$ cat src/rtl/rate_mult6.sv
module rate_mult6 #(
  parameter int W = 6
) (
  input  logic         clk,
  input  logic         clr,
  input  logic         strobe,
  input  logic         en_n,
  input  logic [W-1:0] rate,
  input  logic         unity_in,
  output logic         z_n,
  output logic         y,
  output logic         en_out_n
);
  localparam logic [W-1:0] LAST = '1;

  logic [W-1:0] cnt;
  logic [W-1:0] hit;
  logic         run;

  assign run = ~clr & ~strobe & ~en_n;

  always_ff @(posedge clk)
    if (clr)      cnt <= '0;
    else if (run) cnt <= cnt + 1'b1;

  // bit k picks states whose low bits are 0 followed by (W-1-k) ones
  for (genvar k = 0; k < W; k++) begin : g_dec
    localparam int J = W - 1 - k;
    if (J == 0) begin : g_lsb
      assign hit[k] = rate[k] & ~cnt[0];
    end else begin : g_up
      assign hit[k] = rate[k] & ~cnt[J] & (&cnt[J-1:0]);
    end
  end

  assign z_n      = ~(run & (|hit));
  assign y        = ~(z_n & unity_in);
  assign en_out_n = ~(run & (cnt == LAST));

  a_r1_advance: assert property (@(posedge clk) disable iff (clr)
    run |=> cnt == $past(cnt) + 1'b1);
  a_r1_hold: assert property (@(posedge clk) disable iff (clr)
    !run |=> $stable(cnt));
  a_r2_clear: assert property (@(posedge clk)
    clr |=> cnt == '0);
  a_r3_disjoint: assert property (@(posedge clk) disable iff (clr)
    $onehot0(hit));
  a_r4_zero_rate: assert property (@(posedge clk) disable iff (clr)
    rate == '0 |-> z_n);
  a_r5_strobe_quiet: assert property (@(posedge clk) disable iff (clr)
    strobe |-> z_n && en_out_n);
  a_r7_wrap: assert property (@(posedge clk) disable iff (clr)
    !en_out_n |=> cnt == '0);
  a_r9_enable_quiet: assert property (@(posedge clk) disable iff (clr)
    en_n |-> z_n && en_out_n);
endmodule

$ cat config.mk
export PLATFORM = sky130hd
export DESIGN_NAME = rate_mult6
export DESIGN_NICKNAME = d
export VERILOG_FILES = /design/src/rtl/rate_mult6.sv
export SDC_FILE = /design/constraint.sdc
export NUM_CORES = 1
export LEC_CHECK = 0
export BUFFER_PORTS_ARGS = -buffer_cell sky130_fd_sc_hd__buf_4
export CORE_AREA = 2 2 39 41
export CTS_BUF_LIST = sky130_fd_sc_hd__clkbuf_16
export CTS_CLUSTER_DIAMETER = 120
export DETAILED_ROUTE_END_ITERATION = 12
export DIE_AREA = 0 0 41 43
export HOLD_SLACK_MARGIN = 0.1
export PLACE_DENSITY_LB_ADDON = 0.1
export SETUP_SLACK_MARGIN = 0.15
export SKIP_LAST_GASP = 1
export SLEW_MARGIN = 10
export SYNTH_ARGS = -nofsm -noshare
export SYNTH_HDL_FRONTEND = slang
export SYNTH_SLANG_ARGS = --single-unit
$ cat constraint.sdc
create_clock -name clk -period 1.4 [get_ports clk]
set_clock_uncertainty 0.1 [all_clocks]
set_input_delay 0.14 -clock clk [delete_from_list [all_inputs] [get_ports clk]]
set_output_delay 0.14 -clock clk [all_outputs]
set_load 0.05 [all_outputs]
# Yosys cells after proc, flatten, opt, wreduce, memory -nomap -nowiden
# Index checks and enable logic that the tools add are counted.
# totals
in_bits	11
register_bits	6
elab_cells	36
# classes
reduce_logical	5
n_bitwise	28
n_eq_ne	1
add_sub_neg	1
# ops
cell	count
bitwise AND 1 bit	16
inverter 1 bit	12
adder 6 x 1 -> 6 bit, second input constant	1
equality test 6 bit, second input constant	1
OR reduction 6 bit	1
AND reduction 5 bit	1
AND reduction 4 bit	1
AND reduction 3 bit	1
AND reduction 2 bit	1

# Depth between registers and ports, before layout
# Gate-level depths: netlist (run 1).
# depth
ltp_word	8
mapped_depth	6
mapped_depth_nobuf	6

# Least setup slack after synthesis (run 1)
# No wires, ideal clock.
# synth_path
path_type	register -> output
startpoint	register cnt[0]
endpoint	output port z_n
t_required_ns	1.160
path_slack_ns	-1.535
stages_incl_launch_ff	7
t_arrival_ns	2.695
cell_sequence	dfxtp_1 ha_1 and3_4 ha_1 nand2_1 o22ai_1 o41ai_1
# synth_via
elab_chain_len	5
word_cells_on_any_way	14
# synth_rtl
element	line_no	text
start, declared	16	logic [W-1:0] cnt;
start signal, assigned	24	else if (run) cnt <= cnt + 1'b1;
AND reduction 5 bit, or another cell as far along	32	assign hit[k] = rate[k] & ~cnt[J] & (&cnt[J-1:0]);
bitwise AND 1 bit, on equally long branches	32, 30	
OR reduction 6 bit (*)	36	assign z_n = ~(run & (|hit));
bitwise AND 1 bit (*)	36	
inverter 1 bit (*)	36	
end, declared	10	output logic z_n,
# Mark *: on every way between the ends. The rest lies on a longest branch, timed or not.

# Final worst setup path (run 1)
# layout_path
startpoint	register cnt[1]
endpoint	output port y
# layout_via
elab_chain_len	8
word_cells_on_any_way	16
# layout_rtl
element	line_no	text
inverter 1 bit	32	
bitwise AND 1 bit (2 in a row)	32	
OR reduction 6 bit (*)	36	
bitwise AND 1 bit (*)	36	
inverter 1 bit (*)	36	
bitwise AND 1 bit (*)	37	assign y = ~(z_n & unity_in);
inverter 1 bit (*)	37	
end, declared	11	output logic y,
# Marks and branches as above.

==> out/metrics.yaml, run 1 <==
run_status:
  status: "finished, violations left"
  violations: "setup timing"
floorplan:
  fp.dieArea_um2: 1763
  ios: 14
  core_um2: 1384
  die_height_um: 43
  die_x_um: 41
  num_rows: 14
  start_util_pct: 27.67
sta:
  slew_viol_final: 0
  timing.fmax_mhz: 498.2
  worst_slack_ns: -0.6073
  worst_pin_slew_ns: 0.3510
  finalHoldViolCount: 0
  period_minus_slack_ns: 2.007
  rsz0062_at_grt: "yes"
  slew_headroom_pct: 76.35
  final.period_utilization_pct: 143.4
  setup_violations: 3
yosys:
  synth_cells: 46
  synth-async-reset-ratio_pct: 0
  synth_seq_cells: 6
  synth_cell_type_count: 25
  yosys_most_used_dff: "dfxtp_1"
  ys_seq_area_share_pct: 31.37
  synth.avg_cell_area_um2: 8.323
  netlist_area_um2: 382.9
  synth_warnings: 0
  syn_nets: 60
  synth_edf_count: 0
critical_path:
  crit_arrival_ns: 1.77
  reg2reg_depth: 4
  worst-path-max-fanout: 3
  end_kind: "primary output"
  ff2ff_setup_slack_ns: 0.08
  critPathLaunch: "cnt[1]"
  crit_type: "reg -> out"
  endpoint: "y"
  r2r_end: "cnt[3]"
  timing.rr.start: "cnt[0]"
  start_kind: "flop"
  required_ns: 1.16
grt:
  grtUsageMet1_pct: 17.74
  grt_pass1_vias: 414
  grt_pass1_wl_um: 1731
  grt_use_met3_pct: 4.712
  overflow: 0
  grt_max_degree: 9
  grt_usage_pct: 14.47
  grt_use_met2_pct: 22.19
  grt_busiest_layer: "met2"
  grt_antenna_before_repair: 0
routing:
  wl_per_cell_um: 12.25
  drtIter0Drc: 3
  drc: 0
  vias: 425
  dr.pass1.iters: 4
  viasPerCell: 4.775
  ant_nets: 0
  routed_wirelength_um: 1090
place:
  dp_worst_setup_slack_ns: -0.4302
  io_buffers: 13
  dp_hpwl_um: 779.4
  dp.cells: 84
  gp_congestion: 0.7133
power_and_ir_drop:
  powerDensity_nw_per_um2: 955.2
  switching_share_pct: 19.52
  p_int_uw: 599.2
  leakage_nw: 0.3279
  combPwrFrac_pct: 14.3
  pwr-share-seq_pct: 24.2
  p_switching_uw: 145.4
  vdd_drop_max_uv: 707.6
  pwr-share-clk_pct: 61.5
cells_and_area:
  layout_commonest_cell: "buf_4"
  final_util_pct: 56.33
  num-nets-final: 89
  synthToLayoutAreaGrowth_pct: 103.6
  drive_gt1_share_pct: 58.90
  largest_register_ffs: 6
  max_flop_register: "cnt"
  diodes: 0
  final-instance-count-excl-fill: 89
  most-common-layout-cells: "buf_4 (21), nand2_1 (5), o21ai_0 (4), a21oi_1 (4)"
  reg_top3: "cnt (6)"
worst_hold_path:
  holdPathStages: 3
  hold_path_class: "in -> reg"
  hold_start: "en_n"
cts:
  h-tree-depth: 1
  cts_sinks: 6
  cts_tree: "yes"
  root_buffer: "clkbuf_16"
  insertion_delay_ns: 0.23
  clk_pin_slew_ns: 0.03
  clockBufferDepth: 2
  numCtsBuffers: 3
job:
  cap_violations: 0
routing by layer:
layer	wire, µm	vias to the layer above
met4	14	0
met5	0	-
li1	-	226
met1	481	190
met2	561	7
met3	31	2
metrics by stage:
step / instance area, µm² / power (mW) / hold WS [ns] / setup TNS (ns)
6_report: 779.5 / 0.7446 / 0.1674 / -1.219
5_1_grt: 779.5 / 0.7760 / 0.1800 / -1.324
4_1_cts: 767.0 / 0.7583 / 0.1617 / -1.255
3_5_place_dp: 618.1 / 0.2742 / 0.2717 / -0.8484
3_3_place_gp: 618.1 / 0.2743 / 0.2759 / -0.8352
2_1_floorplan: 429.2 / 0.2253 / 0.2228 / -0.8378
cell type report:
| type | count | area, µm² |
|---|---|---|
| fill | 130 | 604.3 |
| multi-input combinational | 38 | 351.6 |
| timing repair buffer | 25 | 205.2 |
| sequential | 6 | 123.9 |
| clock buffer | 3 | 75.07 |
| tap | 16 | 20.02 |
| inverter | 1 | 3.754 |
repair_timing:
action,in CTS,in global routing
cloned,0,0
setup buffers,1,0
hold buffers,1,0
setup endpoints to repair,6,6
gates resized for setup,12,2
pin swaps,5,1
hold endpoints to repair,5,0
power by group through the flow:
stage	logic, mW	clock network, mW	registers [mW]
after floorplan	0.0411	0	0.184
after CTS	0.107	0.471	0.180
after detailed placement	0.0917	0	0.183
after global routing	0.117	0.479	0.180
final	0.106	0.458	0.180
after global placement	0.0916	0	0.183
synth_stat cells (all sizes together) (2+ instances only):
| master | n | share of area, % |
|---|---|---|
| dfxtp | 6 | 31 |
| nand2 | 6 | 5.9 |
| a21oi | 4 | 5.2 |
| o21ai | 4 | 5.2 |
| ha | 3 | 9.8 |
| nor2 | 3 | 2.9 |
| and3b | 2 | 5.9 |
| nand2b | 2 | 3.3 |
worst min-delay path by stage:
| stage | slack, ns | endpoint |
|---|---|---|
| after floorplan | 0.22 | cnt[3] |
| after global placement | 0.28 | cnt[1] |
| after detailed placement | 0.27 | cnt[1] |
| after CTS | 0.16 | cnt[3] |
| after global routing | 0.18 | cnt[5] |
| final | 0.17 | cnt[3] |
kinds of logic (layout without fill, tap and decap cells):
| group | after synthesis | count (layout) | synth area share (%) |
|---|---|---|---|
| adders and majority gates | 3 | 3 | 9.805 |
| xor gates and xnor gates | 1 | 1 | 2.288 |
| AOI/OAI and AO/OA | 12 | 12 | 19.28 |
| muxes | 1 | 1 | 2.941 |
| DFF | 6 | 6 | 31.37 |
| buffers and inverters | 2 | 29 | 1.959 |
| and+or+nand+nor | 21 | 21 | 32.35 |
worst max-delay path, stage by stage, from the launching register on:
cell and delay (ns):
dfxtp_2 0.32, ha_4 0.16, ha_2 0.15, and3b_2 0.19, nand2b_4 0.13, o41a_4 0.42
buf_8 0.16
No activity file was read; power rests on OpenSTA's default activity.
==> run 2, diff against run 1 <==
Settings changed: BUFFER_PORTS_ARGS -buffer_cell sky130_fd_sc_hd__buf_4 to -buffer_cell sky130_fd_sc_hd__buf_2.
==> out/metrics.yaml, run 2 (synthesized netlist as in run 1, its figures left out) <==
run_status:
  status: "finished, violations left"
  violations: "setup timing"
floorplan:
  start_util_pct: 27.67
  ios: 14
  fp.dieArea_um2: 1763
  core_um2: 1384
  num_rows: 14
  die_height_um: 43
  die_x_um: 41
cells_and_area:
  largest_register_ffs: 6
  most-common-layout-cells: "buf_4 (11), buf_2 (10), o21ai_0 (4), nand2_1 (4), dfxtp_1 (4)"
  diodes: 0
  max_flop_register: "cnt"
  fillers: 127
  multiInputGateArea_um2: 359.1
  synthToLayoutAreaGrowth_pct: 96.08
  final-instance-count-excl-fill: 88
  regArea_um2: 122.6
  num-nets-final: 88
  reg_top3: "cnt (6)"
  layout_commonest_cell: "buf_4"
  drive_gt1_share_pct: 63.89
critical_path:
  required_ns: 1.16
  r2r_end: "cnt[3]"
  timing.rr.start: "cnt[0]"
  end_kind: "primary output"
  start_kind: "flop"
  critPathLaunch: "cnt[0]"
  crit_arrival_ns: 1.79
  ff2ff_setup_slack_ns: 0
  endpoint: "y"
  reg2reg_depth: 5
  worst-path-max-fanout: 3
  crit_type: "reg -> out"
cts:
  cts_sinks: 6
  clk_pin_slew_ns: 0.03
  clockBufferDepth: 2
  insertion_delay_ns: 0.22
  h-tree-depth: 1
  root_buffer: "clkbuf_16"
  cts_tree: "yes"
  numCtsBuffers: 3
  hold_buffers: 0
routing:
  viasPerCell: 5.091
  dr.pass1.iters: 4
  drc: 0
  vias: 448
  drtIter0Drc: 2
  routed_wirelength_um: 1171
  wl_per_cell_um: 13.31
  ant_nets: 0
sta:
  worst_pin_slew_ns: 0.5433
  setup_violations: 3
  slew_headroom_pct: 63.40
  rsz0062_at_grt: "yes"
  worst_slack_ns: -0.6293
  period_minus_slack_ns: 2.029
  finalHoldViolCount: 0
  timing.fmax_mhz: 492.8
  final.period_utilization_pct: 145.0
  slew_viol_final: 0
place:
  gp_congestion: 0.6609
  dp_hpwl_um: 896.3
  dp.cells: 84
  io_buffers: 13
  dp_worst_setup_slack_ns: -0.4970
grt:
  grt_max_degree: 9
  grt_pass1_wl_um: 1869
  grt_usage_pct: 16.20
  grt_pass1_vias: 452
  grt_antenna_before_repair: 0
  overflow: 0
worst_hold_path:
  hold_path_class: "in -> reg"
power_and_ir_drop:
  leakage_nw: 0.3135
  vdd_drop_max_uv: 952.8
  powerDensity_nw_per_um2: 974.1
job:
  cap_violations: 0
run 2: cell count changes in the layout (fill, tap and decap cells not counted), moves of 2 or more:
cell,change
a21oi_2,+2
buf_4,-10
buf_2,+10
nand2_2,+2
a21oi_1,-2
run 2: power by group:
| part | switching, mW | internal, mW | leakage (nW) |
|---|---|---|---|
| Combinational | 0.0522 | 0.0416 | 0.227 |
| Sequential | 0.00371 | 0.177 | 0.0494 |
| Clock | 0.0910 | 0.366 | 0.0370 |
run 2: metal layers:
| layer | up-vias | routed length (µm) | global-route usage, % |
|---|---|---|---|
| li1 | 225 | - | - |
| met1 | 212 | 479 | 18.12 |
| met2 | 11 | 635 | 26.25 |
| met3 | 0 | 55 | 7.853 |
| met4 | 0 | 0 | 4.000 |
| met5 | - | 0 | 0 |
run 2: what timing repair did:
| item | 4_1_cts | 5_1_grt |
|---|---|---|
| setup buffers | 1 | 0 |
| pin swaps | 5 | 3 |
| gates resized for setup | 9 | 9 |
| setup endpoints to repair | 6 | 6 |
run 2: layout make-up:
| cell class | instances | area share [%] |
|---|---|---|
| flip-flops and latches | 6 | 16.33 |
| well taps | 16 | 2.667 |
| repair buffers | 24 | 22.67 |
| inverters | 1 | 0.5000 |
| multi-input cells | 38 | 47.83 |
| clock buffers | 3 | 10.00 |
run 2: critical path: stages (launching register included):
cell     delay [ns]
dfxtp_2        0.32
ha_4           0.16
and3_4         0.19
ha_4           0.15
nand2_2        0.05
o22ai_2        0.07
o41a_2         0.46
buf_8          0.16
run 2: per-stage QoR:
step	TNS, ns	util [%]	hold slack (ns)	instance area [µm²]	total power [mW]
floorplan	-0.8378	-	0.2228	429.2	0.2253
global placement	-0.9053	42.31	0.3807	585.6	0.2622
detailed placement	-0.9740	42.31	0.3719	585.6	0.2632
CTS	-1.366	51.27	0.1383	709.4	0.7336
global route	-1.460	54.25	0.1599	750.7	0.7661
finish	-1.279	54.25	0.1400	750.7	0.7313
run 2: how the worst min path moves through the flow:
stage	startpoint	endpoint	cells after the start
3_3_place_gp	clr	cnt[1]	3
2_1_floorplan	en_n	cnt[3]	2
3_5_place_dp	clr	cnt[1]	3
5_1_grt	clr	cnt[3]	3
4_1_cts	clr	cnt[1]	3
6_report	clr	cnt[3]	3
